`src/rtl/irq_cif_pkg.sv`:
```
package irq_cif_pkg;
  // Register word offsets (byte offset / 4); software depends on these.
  localparam int W_CTRL  = 0;  // 0x00 enable
  localparam int W_THR   = 1;  // 0x04 threshold
  localparam int W_CLAIM = 3;  // 0x0C claim (read side effect)
  localparam int W_DONE  = 4;  // 0x10 completion (write side effect)
  localparam int W_RUN   = 5;  // 0x14 running priority
  localparam int W_PEND  = 6;  // 0x18 pending view
  localparam int NONE_ID = 1023;
endpackage

```
`src/rtl/irq_cif_regs.sv`:
```
module irq_cif_regs
  import irq_cif_pkg::*;
#(
  parameter int ADDR_W = 12,
  parameter int ID_W   = 10,
  parameter int PRIO_W = 8,
  parameter int SRC_W  = 2
) (
  input  logic              clk,
  input  logic              rst_n,
  input  logic              bus_sel,
  input  logic              bus_wr,
  input  logic [ADDR_W-1:0] bus_addr,
  input  logic [31:0]       bus_wdata,
  output logic [31:0]       bus_rdata,
  input  logic              qualify,
  input  logic              hp_valid,
  input  logic [ID_W-1:0]   hp_id,
  input  logic [SRC_W-1:0]  hp_src,
  input  logic [PRIO_W-1:0] run_prio,
  output logic              ctrl_en,
  output logic [PRIO_W-1:0] thr_q,
  output logic              claim_rd,
  output logic              done_wr,
  output logic [ID_W-1:0]   done_wid
);
  localparam int WA_W = ADDR_W - 2;

  logic [WA_W-1:0]   word;
  logic              wr_ctrl, wr_thr;
  logic              en_d;
  logic [PRIO_W-1:0] thr_d;
  logic [31:0]       none_word;
  logic [31:0]       cand_word;
  logic              unused_bits;

  assign word    = bus_addr[ADDR_W-1:2];
  assign wr_ctrl = bus_sel && bus_wr && (word == WA_W'(W_CTRL));
  assign wr_thr  = bus_sel && bus_wr && (word == WA_W'(W_THR));
  assign claim_rd = bus_sel && !bus_wr && (word == WA_W'(W_CLAIM));
  assign done_wr  = bus_sel && bus_wr && (word == WA_W'(W_DONE));
  assign done_wid = bus_wdata[ID_W-1:0];
  assign unused_bits = ^{bus_wdata[31:ID_W], bus_addr[1:0]};

  // Next-state for programmable registers
  always_comb begin
    en_d  = ctrl_en;
    thr_d = thr_q;
    if (wr_ctrl) en_d  = bus_wdata[0];
    if (wr_thr)  thr_d = bus_wdata[PRIO_W-1:0];
  end

  always_ff @(posedge clk or negedge rst_n) begin
    if (!rst_n) begin
      ctrl_en <= 1'b0;
      thr_q   <= '0;
    end else begin
      if (wr_ctrl) ctrl_en <= en_d;
      if (wr_thr)  thr_q   <= thr_d;
    end
  end

  // Read words
  always_comb begin
    none_word = '0;
    none_word[ID_W-1:0] = ID_W'(NONE_ID);
    cand_word = '0;
    cand_word[ID_W-1:0] = hp_id;
    cand_word[ID_W +: SRC_W] = hp_src;
  end

  always_comb begin
    bus_rdata = '0;
    if (bus_sel && !bus_wr) begin
      case (word)
        WA_W'(W_CTRL):  bus_rdata[0] = ctrl_en;
        WA_W'(W_THR):   bus_rdata[PRIO_W-1:0] = thr_q;
        WA_W'(W_CLAIM): bus_rdata = qualify ? cand_word : none_word;
        WA_W'(W_RUN):   bus_rdata[PRIO_W-1:0] = run_prio;
        WA_W'(W_PEND):  bus_rdata = hp_valid ? cand_word : none_word;
        default:        bus_rdata = '0;
      endcase
    end
  end
endmodule

```
`src/rtl/irq_cif_arb.sv`:
```
module irq_cif_arb #(
  parameter int PRIO_W = 8
) (
  input  logic              clk,
  input  logic              rst_n,
  input  logic              ctrl_en,
  input  logic              hp_valid,
  input  logic [PRIO_W-1:0] hp_prio,
  input  logic [PRIO_W-1:0] thr_q,
  input  logic [PRIO_W-1:0] run_prio,
  input  logic              stack_full,
  output logic              qualify,
  output logic              irq
);
  logic irq_d;

  // Both comparisons strict: equal priority neither passes threshold nor preempts.
  assign qualify = ctrl_en && hp_valid && !stack_full &&
                   (hp_prio < thr_q) && (hp_prio < run_prio);

  always_comb irq_d = qualify;

  always_ff @(posedge clk or negedge rst_n) begin
    if (!rst_n) irq <= 1'b0;
    else        irq <= irq_d;
  end
endmodule

```
`src/rtl/irq_cif_stack.sv`:
```
module irq_cif_stack #(
  parameter int ID_W   = 10,
  parameter int PRIO_W = 8,
  parameter int DEPTH  = 4,
  localparam int CNT_W = $clog2(DEPTH + 1),
  localparam int IDX_W = (DEPTH > 1) ? $clog2(DEPTH) : 1
) (
  input  logic              clk,
  input  logic              rst_n,
  input  logic              push,
  input  logic [ID_W-1:0]   push_id,
  input  logic [PRIO_W-1:0] push_prio,
  input  logic              pop_req,
  input  logic [ID_W-1:0]   pop_id,
  output logic              pop_hit,
  output logic              full,
  output logic [CNT_W-1:0]  cnt,
  output logic [PRIO_W-1:0] run_prio
);
  logic [ID_W-1:0]   ent_id   [DEPTH];
  logic [PRIO_W-1:0] ent_prio [DEPTH];
  logic [ID_W-1:0]   nxt_id   [DEPTH];
  logic [PRIO_W-1:0] nxt_prio [DEPTH];
  logic [CNT_W-1:0]  cnt_d;
  logic [IDX_W-1:0]  hit_idx;
  logic              hit_any;
  logic              ld;

  assign full = (cnt == CNT_W'(DEPTH));
  assign run_prio = (cnt == '0) ? '1 : ent_prio[IDX_W'(cnt - 1'b1)];

  // Locate the in-service entry named by a completion (identifiers are unique).
  always_comb begin
    hit_any = 1'b0;
    hit_idx = '0;
    for (int i = 0; i < DEPTH; i++) begin
      if (!hit_any && (CNT_W'(i) < cnt) && (ent_id[i] == pop_id)) begin
        hit_any = 1'b1;
        hit_idx = IDX_W'(i);
      end
    end
  end

  assign pop_hit = pop_req && hit_any;
  assign ld = push || pop_hit;

  // Removal compacts entries above the hit down by one; push appends at cnt.
  for (genvar g = 0; g < DEPTH; g++) begin : g_slot
    logic shift;
    assign shift = pop_hit && (IDX_W'(g) >= hit_idx);
    always_comb begin
      nxt_id[g]   = ent_id[g];
      nxt_prio[g] = ent_prio[g];
      if (push && (CNT_W'(g) == cnt)) begin
        nxt_id[g]   = push_id;
        nxt_prio[g] = push_prio;
      end else if (shift) begin
        if (g + 1 < DEPTH) begin
          nxt_id[g]   = ent_id[(g + 1) % DEPTH];
          nxt_prio[g] = ent_prio[(g + 1) % DEPTH];
        end else begin
          nxt_id[g]   = '0;
          nxt_prio[g] = '1;
        end
      end
    end

    always_ff @(posedge clk or negedge rst_n) begin
      if (!rst_n) begin
        ent_id[g]   <= '0;
        ent_prio[g] <= '1;
      end else if (ld) begin
        ent_id[g]   <= nxt_id[g];
        ent_prio[g] <= nxt_prio[g];
      end
    end
  end

  always_comb begin
    cnt_d = cnt;
    if (push && !full)  cnt_d = cnt + 1'b1;
    else if (pop_hit)   cnt_d = cnt - 1'b1;
  end

  always_ff @(posedge clk or negedge rst_n) begin
    if (!rst_n)  cnt <= '0;
    else if (ld) cnt <= cnt_d;
  end
endmodule

```
`src/rtl/irq_cpu_if.sv`:
```
module irq_cpu_if #(
  parameter int ADDR_W = 12,
  parameter int ID_W   = 10,
  parameter int PRIO_W = 8,
  parameter int SRC_W  = 2,
  parameter int DEPTH  = 4
) (
  input  logic              clk,
  input  logic              rst_n,
  input  logic              hp_valid,
  input  logic [ID_W-1:0]   hp_id,
  input  logic [PRIO_W-1:0] hp_prio,
  input  logic [SRC_W-1:0]  hp_src,
  input  logic              bus_sel,
  input  logic              bus_wr,
  input  logic [ADDR_W-1:0] bus_addr,
  input  logic [31:0]       bus_wdata,
  output logic [31:0]       bus_rdata,
  output logic              irq,
  output logic              claim_stb,
  output logic [ID_W-1:0]   claim_id,
  output logic              done_stb,
  output logic [ID_W-1:0]   done_id
);
  localparam int CNT_W = $clog2(DEPTH + 1);

  logic              ctrl_en;
  logic [PRIO_W-1:0] thr_q;
  logic              claim_rd, done_wr;
  logic [ID_W-1:0]   done_wid;
  logic              qualify;
  logic              stack_full;
  logic              pop_hit;
  logic [CNT_W-1:0]  act_cnt;
  logic [PRIO_W-1:0] run_prio;

  irq_cif_regs #(.ADDR_W(ADDR_W), .ID_W(ID_W), .PRIO_W(PRIO_W), .SRC_W(SRC_W)) u_regs (
    .clk(clk), .rst_n(rst_n),
    .bus_sel(bus_sel), .bus_wr(bus_wr), .bus_addr(bus_addr),
    .bus_wdata(bus_wdata), .bus_rdata(bus_rdata),
    .qualify(qualify), .hp_valid(hp_valid), .hp_id(hp_id), .hp_src(hp_src),
    .run_prio(run_prio), .ctrl_en(ctrl_en), .thr_q(thr_q),
    .claim_rd(claim_rd), .done_wr(done_wr), .done_wid(done_wid)
  );

  irq_cif_arb #(.PRIO_W(PRIO_W)) u_arb (
    .clk(clk), .rst_n(rst_n), .ctrl_en(ctrl_en), .hp_valid(hp_valid),
    .hp_prio(hp_prio), .thr_q(thr_q), .run_prio(run_prio),
    .stack_full(stack_full), .qualify(qualify), .irq(irq)
  );

  assign claim_stb = claim_rd && qualify;
  assign claim_id  = hp_id;

  irq_cif_stack #(.ID_W(ID_W), .PRIO_W(PRIO_W), .DEPTH(DEPTH)) u_stack (
    .clk(clk), .rst_n(rst_n),
    .push(claim_stb), .push_id(hp_id), .push_prio(hp_prio),
    .pop_req(done_wr), .pop_id(done_wid), .pop_hit(pop_hit),
    .full(stack_full), .cnt(act_cnt), .run_prio(run_prio)
  );

  assign done_stb = pop_hit;
  assign done_id  = done_wid;
endmodule

```
`config.mk`:
```
export PLATFORM = sky130hd
export DESIGN_NAME = irq_cpu_if
export DESIGN_NICKNAME = d
export VERILOG_FILES = /design/src/rtl/irq_cif_pkg.sv /design/src/rtl/irq_cif_regs.sv /design/src/rtl/irq_cif_arb.sv /design/src/rtl/irq_cif_stack.sv /design/src/rtl/irq_cpu_if.sv
export SDC_FILE = /design/constraint.sdc
export NUM_CORES = 1
export LEC_CHECK = 0
export ABC_AREA = 1
export CAP_MARGIN = 10
export CORE_MARGIN = 4
export CORE_UTILIZATION = 48
export CTS_CLUSTER_DIAMETER = 120
export CTS_CLUSTER_SIZE = 30
export DETAILED_ROUTE_END_ITERATION = 8
export PLACE_DENSITY_LB_ADDON = 0.08
export RECOVER_POWER = 100
export SETUP_SLACK_MARGIN = 0.2
export SLEW_MARGIN = 20
export SYNTH_ARGS = -nofsm -noshare
export SYNTH_HDL_FRONTEND = slang
export SYNTH_SLANG_ARGS = --single-unit
export TNS_END_PERCENT = 10
```
`constraint.sdc`:
```
create_clock -name clk -period 3.5 [get_ports clk]
set_input_delay 0.7 -clock clk [delete_from_list [all_inputs] [get_ports clk]]
set_output_delay 0.7 -clock clk [all_outputs]
set_load 0.1 [all_outputs]
```
==> results.yml, run 1 <==
cts:
  cts_root_buf: "clkbuf_16"
  clkTransAtPathRegs_ns: 0.06
  cts-htree-levels: 3
  cts_tree: "yes"
  cts_made_buffers: 9
  cts_buffer_depth: 2
  clk_latency_ns: 0.34
  cts_sinks: 85
min_path:
  min_to: "u_stack.ent_prio[8]$_DFFE_PN1P_"
  hp-class: "flop to flop"
  hold_depth: 2
  min_from: "u_stack.ent_prio[8]$_DFFE_PN1P_"
timing:
  fmax_ghz: 0.2673
  relSlewSlack: -0.2124
  timing.final.ws_setup_ns: -0.2405
  max_slew.worst_pin.slew_ns: 1.819
  finClkSkew_ns: 0.006659
  hold_viol: 0
  finalMaxSlewViolations: 33
  finalCritPeriodShare: 1.069
  setup_viol: 41
  rsz0062_at_grt: "true"
  layout_min_cycle_time_ns: 3.740
final_layout:
  drive_gt1_frac: 0.2367
  final_nets: 1101
  final_cell_mix: "nand2_1, nand3_1, inv_1"
  syn_to_final_growth_pct: 28.18
  fin_cells: 1190
  final_util: 0.6400
  antenna_cells: 0
  layout_commonest_cell: "nand2_1"
place:
  gp_congestion: 0.9600
  portBuffers: 79
  dpl.hpwl_um: 16250
  placed_cells: 1159
synth:
  synth_area_leaders: "dfrtp_1, dfstp_2, nand2_1"
  synth_top_area_cell: "dfrtp_1"
  synth_edf_count: 0
  avgSynthCellArea_um2: 7.076
  ys.flop_type: "dfrtp_1"
  synth_area_um2: 6404
  ys.warnings.count: 0
  synth_top_area_frac: 0.2071
  synthDistinctLibCells: 48
  postSynthCellCount: 905
  ys_seq_elements: 85
  seq_area_frac_synth: 0.3384
  synthArstFlopShare: 1.000
drt:
  vias: 6619
  wire_per_inst_um: 18.27
  viasPerCell: 5.562
  dr.pass1.iters: 5
  wl_um: 21740
  drt_iter0_markers: 692
  drc_errors: 0
  drtAntennaViolNets: 0
setup_path:
  endpoint_kind: "primary output"
  critPathArrivalTime_ns: 3.04
  crit_type: "flop to primary output"
  start_kind: "flop"
  required_ns: 2.80
  cp_max_fo: 8
  reg2reg_from: "u_stack.cnt[0]$_DFFE_PN0P_"
  r2r_end: "u_stack.ent_id[38]$_DFFE_PN0P_"
  worstRegToRegCells: 16
  r2r_slack_ns: -0.05
power_and_ir_drop:
  pwr-share-clk: 0.393
  power_density_nw_per_um2: 279.9
  power_frac_seq: 0.429
  intPower_mw: 1.573
  swShare: 0.3155
  switchingPower_uw: 724.9
  peakVddDrop_v: 0.0003508
  combPwrFrac: 0.178
  p_leak_nw: 3.838
die:
  die_h_um: 123.5
  pin_count: 124
  die_x_um: 123.5
  dieArea_um2: 15250
  std_cell_rows: 41
  initial_core_util: 0.4993
  core-area_um2: 12820
global_routing:
  grt_max_degree: 33
  antenna_found_initial: 0
  grt_pass1_wl_um: 34080
  grt-ovfl-total: 0
  grt_use_total: 0.2918
  grt_pass1_vias: 6219
job:
  maxCapViolations: 1
status:
  violations: "max-capacitance violations, max-slew violations, negative setup slack"
  status: "finished with violations"
## flip-flops by register name, indices dropped and copies added, names as in the netlist
register and flops:
u_regs.thr_q 8, u_regs.ctrl_en 1, u_stack.ent_id 40, u_arb.irq 1
u_stack.ent_prio 32, u_stack.cnt 3
## power groups by stage
stage	logic, mW	registers [mW]	clock network, mW
after floorplan	0.287	1.00	0
final	0.409	0.986	0.902
after global placement	0.410	1.00	0
after global routing	0.432	0.986	0.954
after detailed placement	0.413	1.00	0
after CTS	0.415	0.986	0.915
## worst max path at each step
stage / from / end / slack (ns) / depth (start not counted)
after floorplan: u_stack.cnt[0]$_DFFE_PN0P_ / bus_rdata[7] / -0.22 / 18
after global placement: hp_prio[6] / bus_rdata[1] / -0.07 / 13
after detailed placement: hp_prio[6] / bus_rdata[5] / -0.11 / 13
after CTS: u_stack.cnt[0]$_DFFE_PN0P_ / bus_rdata[10] / -0.22 / 17
after global routing: u_stack.cnt[0]$_DFFE_PN0P_ / bus_rdata[7] / -0.33 / 15
final: u_stack.cnt[0]$_DFFE_PN0P_ / bus_rdata[7] / -0.24 / 15
## final cells by class
type                       count  area [um^2]
clock buffer                  10        239.0
clock inverter                 6        38.79
fill                        1124         4617
inverter                     113        435.4
multi-input combinational    650         3704
sequential                    85         2168
tap                          172        215.2
timing repair buffer         154         1408
## stage by stage
stage / cell area, um^2 / total power, mW / hold WS [ns] / setup TNS, ns / setup WS, ns
3_5_place_dp: 7662 / 1.416 / 0.4716 / -0.7155 / -0.1056
5_1_grt: 8208 / 2.371 / 0.5054 / -10.64 / -0.3252
6_report: 8208 / 2.298 / 0.4846 / -3.138 / -0.2405
3_3_place_gp: 7662 / 1.413 / 0.4671 / -0.4781 / -0.07098
2_1_floorplan: 6629 / 1.290 / 0.4044 / -1.262 / -0.2188
4_1_cts: 8112 / 2.317 / 0.3027 / -2.192 / -0.2176
## layer usage
layer | routed length, um | GRT usage
met4 | 611 | 0.1107
met1 | 9540 | 0.4150
met5 | 0 | 0
met3 | 1910 | 0.05627
met2 | 9680 | 0.4400
## synth_stat cells (3+ instances only)
master	count
o221ai_1	3
nor3_1	7
nand3_2	4
o21ai_0	42
dfrtp_1	53
dfstp_2	32
ha_1	19
buf_4	47
o21ai_1	12
xnor2_1	12
nand4_1	31
nor2_1	75
clkbuf_1	16
nand4_2	3
xor2_1	8
buf_6	4
clkbuf_2	3
nand2_2	5
nor2_2	4
o21bai_1	13
inv_2	7
inv_1	102
nand3_1	131
nor2_4	4
a21oi_1	32
nand2_1	206
buf_2	5
## what timing repair did
item	in CTS	in global routing
hold buffers	0	0
setup buffers	11	4
setup endpoints to repair	50	88
gates resized for setup	32	43
pin swaps	15	19
## critical path, cell delays in order, from the launching register on
cell and delay, ns:
dfrtp_2 0.40, inv_4 0.05, ha_4 0.32, buf_6 0.15
nand3_2 0.09, a21oi_2 0.25, ha_4 0.25, nand4_1 0.11
nand4_2 0.14, buf_6 0.15, a21oi_4 0.14, nand2_4 0.11
buf_4 0.15, o21ai_2 0.11, a21oi_2 0.09, buf_12 0.17
## cells by family after synthesis
kind of cell / after synthesis / share of synthesized area
xor gates and xnor gates: 20 / 0.02735
adders and majority gates: 19 / 0.03712
DFF: 85 / 0.3384
AOI/OAI and AO/OA: 109 / 0.09633
other: 1 / 0.0005856
buffers and inverters: 189 / 0.1462
and+or+nand+nor: 482 / 0.3540
Power figures use the tool's default switching activity.
==> run 2, diff against run 1 <==
--- a/config.mk
+++ b/config.mk
@@ -8,7 +8,8 @@
 export ABC_AREA = 1
 export CAP_MARGIN = 10
 export CORE_MARGIN = 4
-export CORE_UTILIZATION = 48
+export CORE_UTILIZATION = 49
+export CTS_BUF_LIST = sky130_fd_sc_hd__clkbuf_2
 export CTS_CLUSTER_DIAMETER = 120
 export CTS_CLUSTER_SIZE = 30
 export DETAILED_ROUTE_END_ITERATION = 8
==> results.yml, run 2 (same netlist as run 1, synthesis figures left out) <==
cts:
  cts_sinks: 85
  cts_root_buf: "clkbuf_2"
  cts_made_buffers: 9
  cts_buffer_depth: 2
  clk_latency_ns: 0.62
  cts-htree-levels: 3
  cts_hold_buf: 0
  cts_tree: "yes"
  clkTransAtPathRegs_ns: 0.25
drt:
  dr.pass1.iters: 5
  highest_layer: "met4"
  dr_wl_met3_um: 2215
  viasPerCell: 5.613
  drt_iter0_markers: 641
  drtAntennaViolNets: 0
  wl_um: 21660
  drc_errors: 0
  wirelength_met1_um: 9129
  wl_met2_um: 9781
  vias: 6680
  wire_per_inst_um: 18.20
final_layout:
  largest_register_ffs: 40
  reg.largest.list: "u_stack.ent_id x40, u_stack.ent_prio x32, u_regs.thr_q x8"
  final_cell_mix: "nand2_1, nand3_1, inv_1"
  fillers: 1207
  regMostFlops: "u_stack.ent_id"
  syn_to_final_growth_pct: 24.44
  final_nets: 1100
  layout_commonest_cell: "nand2_1"
  drive_gt1_frac: 0.2271
setup_path:
  r2r_end: "u_stack.ent_id[30]$_DFFE_PN0P_"
  crit_type: "flop to primary output"
  reg2reg_from: "u_stack.cnt[0]$_DFFE_PN0P_"
  r2r_slack_ns: -0.05
  endpoint_kind: "primary output"
  required_ns: 2.80
  cp_max_fo: 8
  start_kind: "flop"
  worstRegToRegCells: 14
  critPathArrivalTime_ns: 3.40
power_and_ir_drop:
  p_leak_nw: 3.776
  peakVddDrop_v: 0.0003304
  power_density_nw_per_um2: 241.9
timing:
  fmax_ghz: 0.2441
  finalMaxSlewViolations: 69
  finClkSkew_ns: 0.03529
  max_slew.worst_pin.slew_ns: 1.808
  hold_viol: 0
  finalCritPeriodShare: 1.171
  timing.final.ws_setup_ns: -0.5970
  layout_min_cycle_time_ns: 4.097
  setup_viol: 26
  rsz0062_at_grt: "true"
  relSlewSlack: -0.2055
  fin_setup_tns_ns: -7.366
die:
  std_cell_rows: 41
  die_h_um: 122.3
  pin_count: 124
  die_x_um: 122.3
  initial_core_util: 0.5033
  core-area_um2: 12720
  dieArea_um2: 14960
job:
  maxCapViolations: 1
global_routing:
  antenna_found_initial: 1
  grt_use_total: 0.2866
  grt_pass1_vias: 6163
  grt_pass1_wl_um: 32930
  grt-ovfl-total: 0
  grt_max_degree: 69
status:
  status: "finished with violations"
  violations: "max-capacitance violations, max-slew violations, negative setup slack"
place:
  pre_cts_ws_ns: -0.1240
  portBuffers: 79
  dpl.hpwl_um: 16100
  gp_congestion: 0.9975
min_path:
  hp-class: "input pin to asynchronous set/reset pin"
==> run 2: cell types whose count changed in the layout (fill, tap and decap cells not counted), sizes merged, moves of 2 or more <==
cell / before / now
clkinv: 7 / 4
dlygate4sd3: 3 / 6
buf: 87 / 90
clkbuf: 33 / 30
clkdlybuf4s50: 34 / 32
==> run 2: where the power goes <==
part	switching, mW	total (mW)	internal [mW]
logic	0.319	0.409	0.0900
clock network	0.365	0.531	0.166
registers	0.00107	0.988	0.987
total	0.685	1.93	1.24
==> run 2: cell type report <==
| type | instances | area [um^2] | area share |
|---|---|---|---|
| Timing Repair Buffer | 153 | 1411 | 0.1771 |
| Clock buffer | 11 | 55.05 | 0.006908 |
| Sequential cell | 85 | 2167 | 0.2719 |
| Antenna cell | 1 | 2.502 | 0.0003140 |
| Tap cell | 172 | 215.2 | 0.02701 |
| Inverter | 113 | 445.4 | 0.05590 |
| Multi-Input combinational cell | 650 | 3621 | 0.4544 |
| Clock inverter | 5 | 51.30 | 0.006437 |
==> run 2: critical path: stages, from the launching register on <==
cell	delay [ns]
dfrtp_1	0.47
inv_4	0.05
ha_4	0.27
buf_4	0.16
a21oi_1	0.15
o21ai_2	0.11
a21oi_2	0.17
ha_1	0.27
a21oi_1	0.20
nand2_2	0.11
buf_4	0.15
nand2_4	0.06
nand2_4	0.10
o22ai_4	0.13
inv_2	0.09
nor2_4	0.12
buf_12	0.18
==> run 2: stage by stage <==
stage          power (mW)  hold WS, ns  cells  instance area [um^2]    util
2_1_floorplan       1.290       0.4044    924                  6629       -
3_3_place_gp        1.413       0.4647   1160                  7670  0.6029
3_5_place_dp        1.416       0.4699   1160                  7670  0.6029
5_1_grt             1.982       0.5255   1190                  7969  0.6264
4_1_cts             1.938       0.1670   1186                  7929  0.6232
6_report            1.928       0.4885   1190                  7969  0.6264
==> run 2: routing by layer <==
layer  up-vias  global-route usage
met5         -                   0
met4         0              0.1008
met3        38             0.05300
met2       377              0.4418
met1      3170              0.4047
li1       3095                   -
==> run 2: worst max-delay path by stage <==
stage | from | to | slack [ns] | depth (start not counted)
after global placement | hp_prio[6] | bus_rdata[1] | -0.07 | 13
after global routing | u_stack.cnt[0]$_DFFE_PN0P_ | bus_rdata[11] | -0.75 | 17
final | u_stack.cnt[0]$_DFFE_PN0P_ | bus_rdata[11] | -0.60 | 16
after CTS | u_stack.cnt[0]$_DFFE_PN0P_ | bus_rdata[10] | -0.57 | 16
after detailed placement | hp_prio[6] | bus_rdata[5] | -0.12 | 13
after floorplan | u_stack.cnt[0]$_DFFE_PN0P_ | bus_rdata[7] | -0.22 | 18
==> run 2: what timing repair did <==
| item | in CTS | in global routing |
|---|---|---|
| resized for setup | 28 | 34 |
| pin swaps | 12 | 14 |
| buffers inserted | 10 | 3 |
| setup endpoints to repair | 50 | 87 |
